<file path="config.mk">
export PLATFORM = sky130hd
export DESIGN_NAME = baud_rate_gen
export DESIGN_NICKNAME = d
export VERILOG_FILES = /design/src/rtl/baud_rate_pkg.sv /design/src/rtl/baud_prescaler.sv /design/src/rtl/baud_timer.sv /design/src/rtl/baud_postdiv.sv /design/src/rtl/baud_rate_gen.sv
export SDC_FILE = /design/constraint.sdc
export NUM_CORES = 1
export LEC_CHECK = 0
export ABC_AREA = 0
export BUFFER_PORTS_ARGS = -buffer_cell sky130_fd_sc_hd__buf_2
export CORE_ASPECT_RATIO = 1.25
export CORE_MARGIN = 2
export CORE_UTILIZATION = 51
export CTS_CLUSTER_SIZE = 24
export DETAILED_ROUTE_END_ITERATION = 8
export PLACE_DENSITY_LB_ADDON = 0.12
export SYNTH_ARGS = -nofsm -noshare
export SYNTH_HDL_FRONTEND = slang
export SYNTH_SLANG_ARGS = --single-unit
</file>
<file path="constraint.sdc">
create_clock -name clk -period 2.7 [get_ports clk]
set_clock_uncertainty 0.1 [all_clocks]
set_input_delay 0.27 -clock clk [delete_from_list [all_inputs] [get_ports clk]]
set_output_delay 0.27 -clock clk [all_outputs]
set_load 0.05 [all_outputs]
</file>
<file path="src/rtl/baud_rate_pkg.sv">
package baud_rate_pkg;

   // Selected divide chain; derived from mode and speed inputs.
   typedef enum logic [1:0] {
      RATE_SYNC       = 2'd0,
      RATE_ASYNC_SLOW = 2'd1,
      RATE_ASYNC_FAST = 2'd2
   } rate_sel_e;

   function automatic int unsigned max2(input int unsigned a, input int unsigned b);
      return (a > b) ? a : b;
   endfunction

endpackage

</file>
<file path="src/rtl/baud_prescaler.sv">
module baud_prescaler
   import baud_rate_pkg::*;
#(
   parameter int unsigned SYNC_DIV = 4,
   parameter int unsigned SLOW_DIV = 4
) (
   input  logic      clk,
   input  logic      rst,
   input  logic      clr,
   input  rate_sel_e sel,
   output logic      en
);

   localparam int unsigned MAX_DIV = max2(SYNC_DIV, SLOW_DIV);
   localparam int unsigned PW      = $clog2(MAX_DIV + 1);

   logic [PW-1:0] div;
   logic [PW-1:0] cnt;

   generate
      if (SYNC_DIV == SLOW_DIV) begin : g_shared_div
         always_comb div = (sel == RATE_ASYNC_FAST) ? PW'(1) : PW'(SYNC_DIV);
      end else begin : g_split_div
         always_comb begin
            case (sel)
               RATE_SYNC:       div = PW'(SYNC_DIV);
               RATE_ASYNC_SLOW: div = PW'(SLOW_DIV);
               default:         div = PW'(1);
            endcase
         end
      end
   endgenerate

   assign en = (cnt == div - PW'(1));

   always_ff @(posedge clk) begin
      if (rst || clr)  cnt <= '0;
      else if (en)     cnt <= '0;
      else             cnt <= cnt + PW'(1);
   end

endmodule

</file>
<file path="src/rtl/baud_timer.sv">
module baud_timer #(
   parameter int unsigned CNT_W = 8
) (
   input  logic             clk,
   input  logic             rst,
   input  logic             clr,
   input  logic             en,
   input  logic [CNT_W-1:0] reload,
   output logic             expire
);

   logic [CNT_W-1:0] cnt;

   assign expire = en && (cnt == '0);

   always_ff @(posedge clk) begin
      if (rst || clr)   cnt <= reload;
      else if (expire)  cnt <= reload;
      else if (en)      cnt <= cnt - CNT_W'(1);
   end

endmodule

</file>
<file path="src/rtl/baud_postdiv.sv">
module baud_postdiv #(
   parameter int unsigned OVS = 16
) (
   input  logic clk,
   input  logic rst,
   input  logic clr,
   input  logic en,
   input  logic bypass,
   output logic wrap
);

   localparam int unsigned OW = $clog2(OVS);

   logic [OW-1:0] cnt;
   logic          last;

   assign last = (cnt == OW'(OVS - 1));
   assign wrap = en && (bypass || last);

   always_ff @(posedge clk) begin
      if (rst || clr)           cnt <= '0;
      else if (en && !bypass)   cnt <= last ? '0 : cnt + OW'(1);
   end

endmodule

</file>
<file path="src/rtl/baud_rate_gen.sv">
module baud_rate_gen
   import baud_rate_pkg::*;
#(
   parameter int unsigned CNT_W    = 8,
   parameter int unsigned SYNC_DIV = 4,
   parameter int unsigned SLOW_DIV = 4,
   parameter int unsigned OVS      = 16
) (
   input  logic             clk,
   input  logic             rst,
   input  logic [CNT_W-1:0] period,
   input  logic             sync_mode,
   input  logic             hi_speed,
   output logic             bit_tick,
   output logic             sample_tick
);

   // Elaboration-time parameter checks
   if (CNT_W < 1)    begin : g_bad_cnt_w  $error("CNT_W must be at least 1");    end
   if (SYNC_DIV < 2) begin : g_bad_sync   $error("SYNC_DIV must be at least 2"); end
   if (SLOW_DIV < 2) begin : g_bad_slow   $error("SLOW_DIV must be at least 2"); end
   if (OVS < 2)      begin : g_bad_ovs    $error("OVS must be at least 2");      end

   rate_sel_e        sel, sel_q;
   logic [CNT_W-1:0] period_q;
   logic             restart;
   logic             pre_en;
   logic             expire;
   logic             wrap;

   always_comb begin
      if (sync_mode)      sel = RATE_SYNC;
      else if (hi_speed)  sel = RATE_ASYNC_FAST;
      else                sel = RATE_ASYNC_SLOW;
   end

   // Any change of the effective configuration restarts the chain.
   assign restart = (period != period_q) || (sel != sel_q);

   always_ff @(posedge clk) begin
      period_q <= period;
      sel_q    <= sel;
      if (rst || restart) begin
         bit_tick    <= 1'b0;
         sample_tick <= 1'b0;
      end else begin
         bit_tick    <= wrap;
         sample_tick <= expire && (sel != RATE_SYNC);
      end
   end

   baud_prescaler #(
      .SYNC_DIV (SYNC_DIV),
      .SLOW_DIV (SLOW_DIV)
   ) u_pre (
      .clk (clk),
      .rst (rst),
      .clr (restart),
      .sel (sel),
      .en  (pre_en)
   );

   baud_timer #(
      .CNT_W (CNT_W)
   ) u_tmr (
      .clk    (clk),
      .rst    (rst),
      .clr    (restart),
      .en     (pre_en),
      .reload (period),
      .expire (expire)
   );

   baud_postdiv #(
      .OVS (OVS)
   ) u_post (
      .clk    (clk),
      .rst    (rst),
      .clr    (restart),
      .en     (expire),
      .bypass (sel == RATE_SYNC),
      .wrap   (wrap)
   );

endmodule

</file>
### Word-level counts from Yosys, hierarchy flattened

Index checks and enable logic that the tools add are counted.

| storage, ports and cells | value |
|---|---|
| ROM bits | 0 |
| bits in writable memories | 0 |
| register bits | 27 |
| output and inout port bits | 2 |
| bits of input ports | 12 |
| bits in latches | 0 |
| memories kept | 0 |
| word-level logic and storage cells | 36 |

| operators by class | value |
|---|---|
| multipliers | 0 |
| mux-type cells | 7 |
| bitwise logic cells | 0 |
| order comparisons | 0 |
| add/subtract/negate cells | 4 |
| reductions and logical operators | 13 |
| shift operators | 0 |
| equality and inequality tests | 5 |
| divide/modulo/power cells | 0 |

Operators by type and width:

| kind | count |
|---|---|
| 8-bit two-way mux | 3 |
| 8-bit zero test | 1 |
| 8-bit inequality test | 1 |
| 8-bit by 1-bit subtractor with 8-bit output (second input constant) | 1 |
| 4-bit by 1-bit adder with 4-bit output (second input constant) | 1 |
| 4-bit == test (second input constant) | 1 |
| 1-bit logical AND | 4 |
| 2-bit two-way mux | 2 |
| 4-bit two-way mux | 1 |
| 3-bit by 1-bit adder with 3-bit output (second input constant) | 1 |
| 3-bit == test | 1 |
| 1-bit logical OR | 3 |
| 3-bit two-way mux | 1 |
| 3-bit nonzero test | 1 |
| 3-bit by 1-bit subtractor with 3-bit output (second input constant) | 1 |
| 2-bit == test (second input constant) | 1 |
| 2-bit zero test | 1 |
| 2-bit inequality test | 1 |
| 2-bit nonzero test | 1 |
| 2-bit OR reduction | 1 |
| 1-bit zero test | 1 |

### Longest topological paths before layout

| logic depth | value |
|---|---|
| word-level depth | 9 |
| mapped depth | 7 |
| depth with buffers taken out | 7 |

### By module

From an unflattened synthesis, not the netlist that was laid out.

| unflattened totals | value |
|---|---|
| cell total of the unflattened synthesis | 122 |
| area total of the unflattened synthesis | 1261.2 sq um |

Modules (own cells, without submodules):

| module | area each (sq um) | instances | sequential area each (sq um) | cells each |
|---|---|---|---|---|
| baud_timer | 499.2 | 1 | 240.2 | 49 |
| baud_rate_gen | 405.4 | 1 | 240.2 | 34 |
| baud_postdiv | 206.4 | 1 | 80.1 | 22 |
| baud_prescaler | 150.1 | 1 | 60.1 | 17 |

### Worst setup path before layout

OpenSTA, ideal clock, no wires.

| timing path | value |
|---|---|
| path kind | flip-flop to flip-flop |
| start point | reg u_tmr.cnt[4] |
| end point | reg u_tmr.cnt[0], data pin |
| arrival | 1.901 ns |
| path buffers | 0 |
| setup slack | 0.439 ns |
| data required time | 2.340 ns |
| stages on the path, launching flop included | 6 |
| clock period less this slack | 2.261 ns |
| setup time | 0.260 ns |
| cells stage by stage | edfxtp_1 or4_4 or3_4 nor3_4 nor2_2 mux2_2 |

| on the way | value |
|---|---|
| word-level cells in the longest chain between the ends | 4 |

RTL lines:

| what | line | text |
|---|---|---|
| from (decl) | baud_timer.sv:12 | `logic [CNT_W-1:0] cnt;` |
| from (signal assigned) | baud_timer.sv:17 | `if (rst \|\| clr) cnt <= reload;` |
| from (signal assigned) | baud_timer.sv:18 | `else if (expire) cnt <= reload;` |
| from (signal assigned) | baud_timer.sv:19 | `else if (en) cnt <= cnt - CNT_W'(1);` |
| 8-bit zero test | baud_timer.sv:14 | `assign expire = en && (cnt == '0);` |
| 1-bit logical AND | baud_timer.sv:14 |  |
| 8-bit two-way mux | baud_timer.sv:18 |  |
| 8-bit two-way mux | baud_timer.sv:17 |  |

No other way between the ends.
A chain may end at the register's enable or synchronous reset.

### Worst setup path after layout

| timing path | value |
|---|---|
| start point | in hi_speed |
| end point | reg u_tmr.cnt[7], data pin |

| on the way | value |
|---|---|
| word-level cells in the longest chain between the ends | 9 |
| elaborated cells between the ends (all ways) | 12 |

RTL lines:

| what | line | text |
|---|---|---|
| from (decl) | baud_rate_gen.sv:13 | `input logic hi_speed,` |
| 2-bit two-way mux * | baud_rate_gen.sv:33 | `else if (hi_speed) sel = RATE_ASYNC_FAST;` |
| 2-bit two-way mux * | baud_rate_gen.sv:32 | `if (sync_mode) sel = RATE_SYNC;` |
| net sel[1] | baud_rate_gen.sv:24 | `rate_sel_e sel, sel_q;` |
| 2-bit == test | baud_prescaler.sv:22 | `always_comb div = (sel == RATE_ASYNC_FAST) ? PW'(1) : PW'(SYNC_DIV);` |
| 3-bit two-way mux | baud_prescaler.sv:22 |  |
| 3-bit by 1-bit subtractor with 3-bit output | baud_prescaler.sv:34 | `assign en = (cnt == div - PW'(1));` |
| 3-bit == test | baud_prescaler.sv:34 |  |
| 1-bit logical AND | baud_timer.sv:14 |  |
| 8-bit two-way mux | baud_timer.sv:18 |  |
| 8-bit two-way mux * | baud_timer.sv:17 |  |

Mark *: on every way through the listed nets, which the timed path passes. The rest lies on a longest branch.

==> flow_summary.yaml <==
run_status:
  status: "finished clean"
sta:
  finalHoldViolCount: 0
  layout_min_cycle_time_ns: 2.43
  fin_hold_ws_ns: 0.110
  rsz0062_at_grt: "false"
  fin_tns_setup_ns: 0
  slew_headroom: 0.357
  clock.fmax_mhz: 412
  drv_slew: 0
  worst_pin_slew_ns: 0.963
  post-route-period-util: 0.900
  setup_viol: 0
critical_path:
  crit_path_max_incr_delay_ns: 0.53
  crit_type: "input port to register"
  critical_path.max_fanout: 6
  cp_slowest_cell: "dlygate4sd3_1"
  crit_arrival_ns: 2.42
  worstSetupStartpointType: "input port"
  path_delay_family: "multiplexers"
  path_cells: "dlygate4sd3_1, buf_2, nor2b_1, mux2i_1, nor3_4, nor2_2, mux2_2"
  worstPathRequired_ns: 2.69
  worstPathBufferInverterCount: 2
  critPathCaptureType: "register"
die:
  pin_count: 14
  die_height_um: 58.8
  fp.dieW_um: 47.9
  dieArea_um2: 2810
  num_rows: 19
  core_area_um2: 2230
  start_util: 0.549
synth:
  netlist_area_um2: 1230
  yosysMostFrequentCell: "dfxtp_1"
  yosys.area.top_type: "dfxtp_1"
  avgSynthCellArea_um2: 11.0
  synth_area_leaders: "dfxtp_1 31%, edfxtp_1 20%, xor2_1 8.6%, mux2_2 5.5%, ha_1 4.1%"
  ys_types: 32
  synth_top_area_frac: 0.310
  synthCells: 111
  synth-edff-count: 8
  async_flop_share: 0
  synth.top_cells.by_count: "19 x dfxtp_1, 12 x xor2_1, 8 x edfxtp_1, 8 x nor2_1, 6 x mux2_2"
  synth-seq-cells: 27
  yosysSeqAreaShare: 0.506
  synth_nets: 127
  ys.flop_type: "dfxtp_1"
  yosysWarnings: 0
grt:
  met3_usage: 0.0460
  use_met2: 0.328
  grt_pass1_vias: 972
  grt.total_usage: 0.189
  grt_max_degree: 15
  antenna_found_initial: 0
  grt_pass1_wl_um: 3770
  overflow: 0
  grt.busiest_layer: "met2"
  grt_util_met1: 0.198
clock_network:
  htreeDepth: 1
  cts-root-buf: "clkbuf_4"
  clk_pin_slew_ns: 0.14
  cts.sinks: 27
  clock_latency_ns: 0.32
  cts_made_buffers: 3
  cts_tree: "yes"
  cts.path.max_buffers: 2
  cts_resized: 0
cells_and_area:
  layout-drive-gt1-share: 0.199
  diodes: 0
  nets: 153
  syn_to_final_growth_pct: 18.0
drt:
  vias: 884
  dr.pass1.iters: 4
  wl_per_cell_um: 12.5
  ant_nets: 0
  vias_per_cell: 5.29
  drc: 0
  drtIter0Drc: 12
  drt-total-wl_um: 2090
power:
  leakage_nw: 0.556
  power_density_nw_per_um2: 467
  ir_worst_vdd_uv: 313
placed_design:
  hpwl_um: 1500
  gp_congestion: 0.831
  portBuffers: 13
job:
  maxCapViolCount: 0
hold_path:
  min_path_type: "input port to register"
sequential cells by signal (all words and copies together), names as in the netlist:
name         cells
period_q         8
sel_q            2
u_pre.cnt        3
u_post.cnt       4
bit_tick         1
u_tmr.cnt        8
sample_tick      1
metal layers:
layer | wire (µm) | vias up | part of all wire
met2 | 1100 | 18 | 0.53
met3 | 55 | 7 | 0.026
met1 | 857 | 412 | 0.41
li1 | - | 447 | -
met4 | 78 | 0 | 0.037
met5 | 0 | - | 0
final timing paths:
kind	startpoint	end	slack, ns	depth (start not counted)
max	hi_speed	u_tmr.cnt[7]$_DFFE_PP_	0.27	7
min	sync_mode	sel_q[0]$_DFF_P_	0.11	2
max reg2reg	u_tmr.cnt[4]$_DFFE_PP_	u_tmr.cnt[7]$_DFFE_PP_	0.32	5
min reg2reg	u_pre.cnt[0]$_SDFF_PP0_	u_pre.cnt[0]$_SDFF_PP0_	0.38	1
cell usage in the layout (no fill, tap or decap), drive strengths merged:
| cell | instances |
|---|---|
| ha | 4 |
| a31oi | 2 |
| o21bai | 1 |
| o21ai | 4 |
| or4b | 1 |
| mux2i | 1 |
| dfxtp | 19 |
| nand2b | 3 |
| nand2 | 2 |
| clkbuf | 4 |
| nor2b | 2 |
| mux2 | 6 |
| inv | 4 |
| a211o | 1 |
| nor2 | 9 |
| or4 | 1 |
| and2 | 1 |
| xor2 | 12 |
| buf | 14 |
| nand4 | 1 |
| a21oi | 4 |
| or3 | 2 |
| o31ai | 3 |
| dlygate4sd3 | 9 |
| nor3 | 5 |
| nor4b | 1 |
| nor4 | 5 |
| and3 | 1 |
| nor3b | 2 |
| edfxtp | 8 |
| xnor2 | 4 |
cells by family after synthesis:
group | synth area share
adders and majority gates | 0.0408
muxes | 0.0633
AOI/OAI and AO/OA | 0.0745
and+or+nand+nor | 0.183
DFF | 0.506
buffers and inverters | 0.0184
xor gates and xnor gates | 0.114
stage by stage:
stage / total power, mW / area (µm²) / utilization / instances / worst slack (ns)
after floorplan: 0.481 / 1230 / - / 111 / 0.439
after global placement: 0.499 / 1330 / 0.595 / 154 / 0.380
after detailed placement: 0.501 / 1330 / 0.595 / 154 / 0.334
after CTS: 0.684 / 1450 / 0.647 / 167 / 0.261
after global routing: 0.712 / 1450 / 0.647 / 167 / 0.0771
final: 0.676 / 1450 / 0.647 / 167 / 0.271
where the power goes:
part | switching [mW] | internal, mW
clock | 0.115 | 0.0579
sequential | 0.00987 | 0.432
combinational | 0.0262 | 0.0344
area by class of cell:
type,instances,area (µm²)
Tap cell,31,38.8
Multi-Input combinational cell,78,583
Timing Repair Buffer,23,163
Fill cell,202,788
Clock buffer,4,26.3
Inverter,4,15.0
Sequential cell,27,621
timing repair:
action | CTS | global route
buffers inserted | 0 | 0
endpoints found under the hold margin | 9 | 0
hold buffers | 9 | 0
Power figures use the tool's default switching activity.
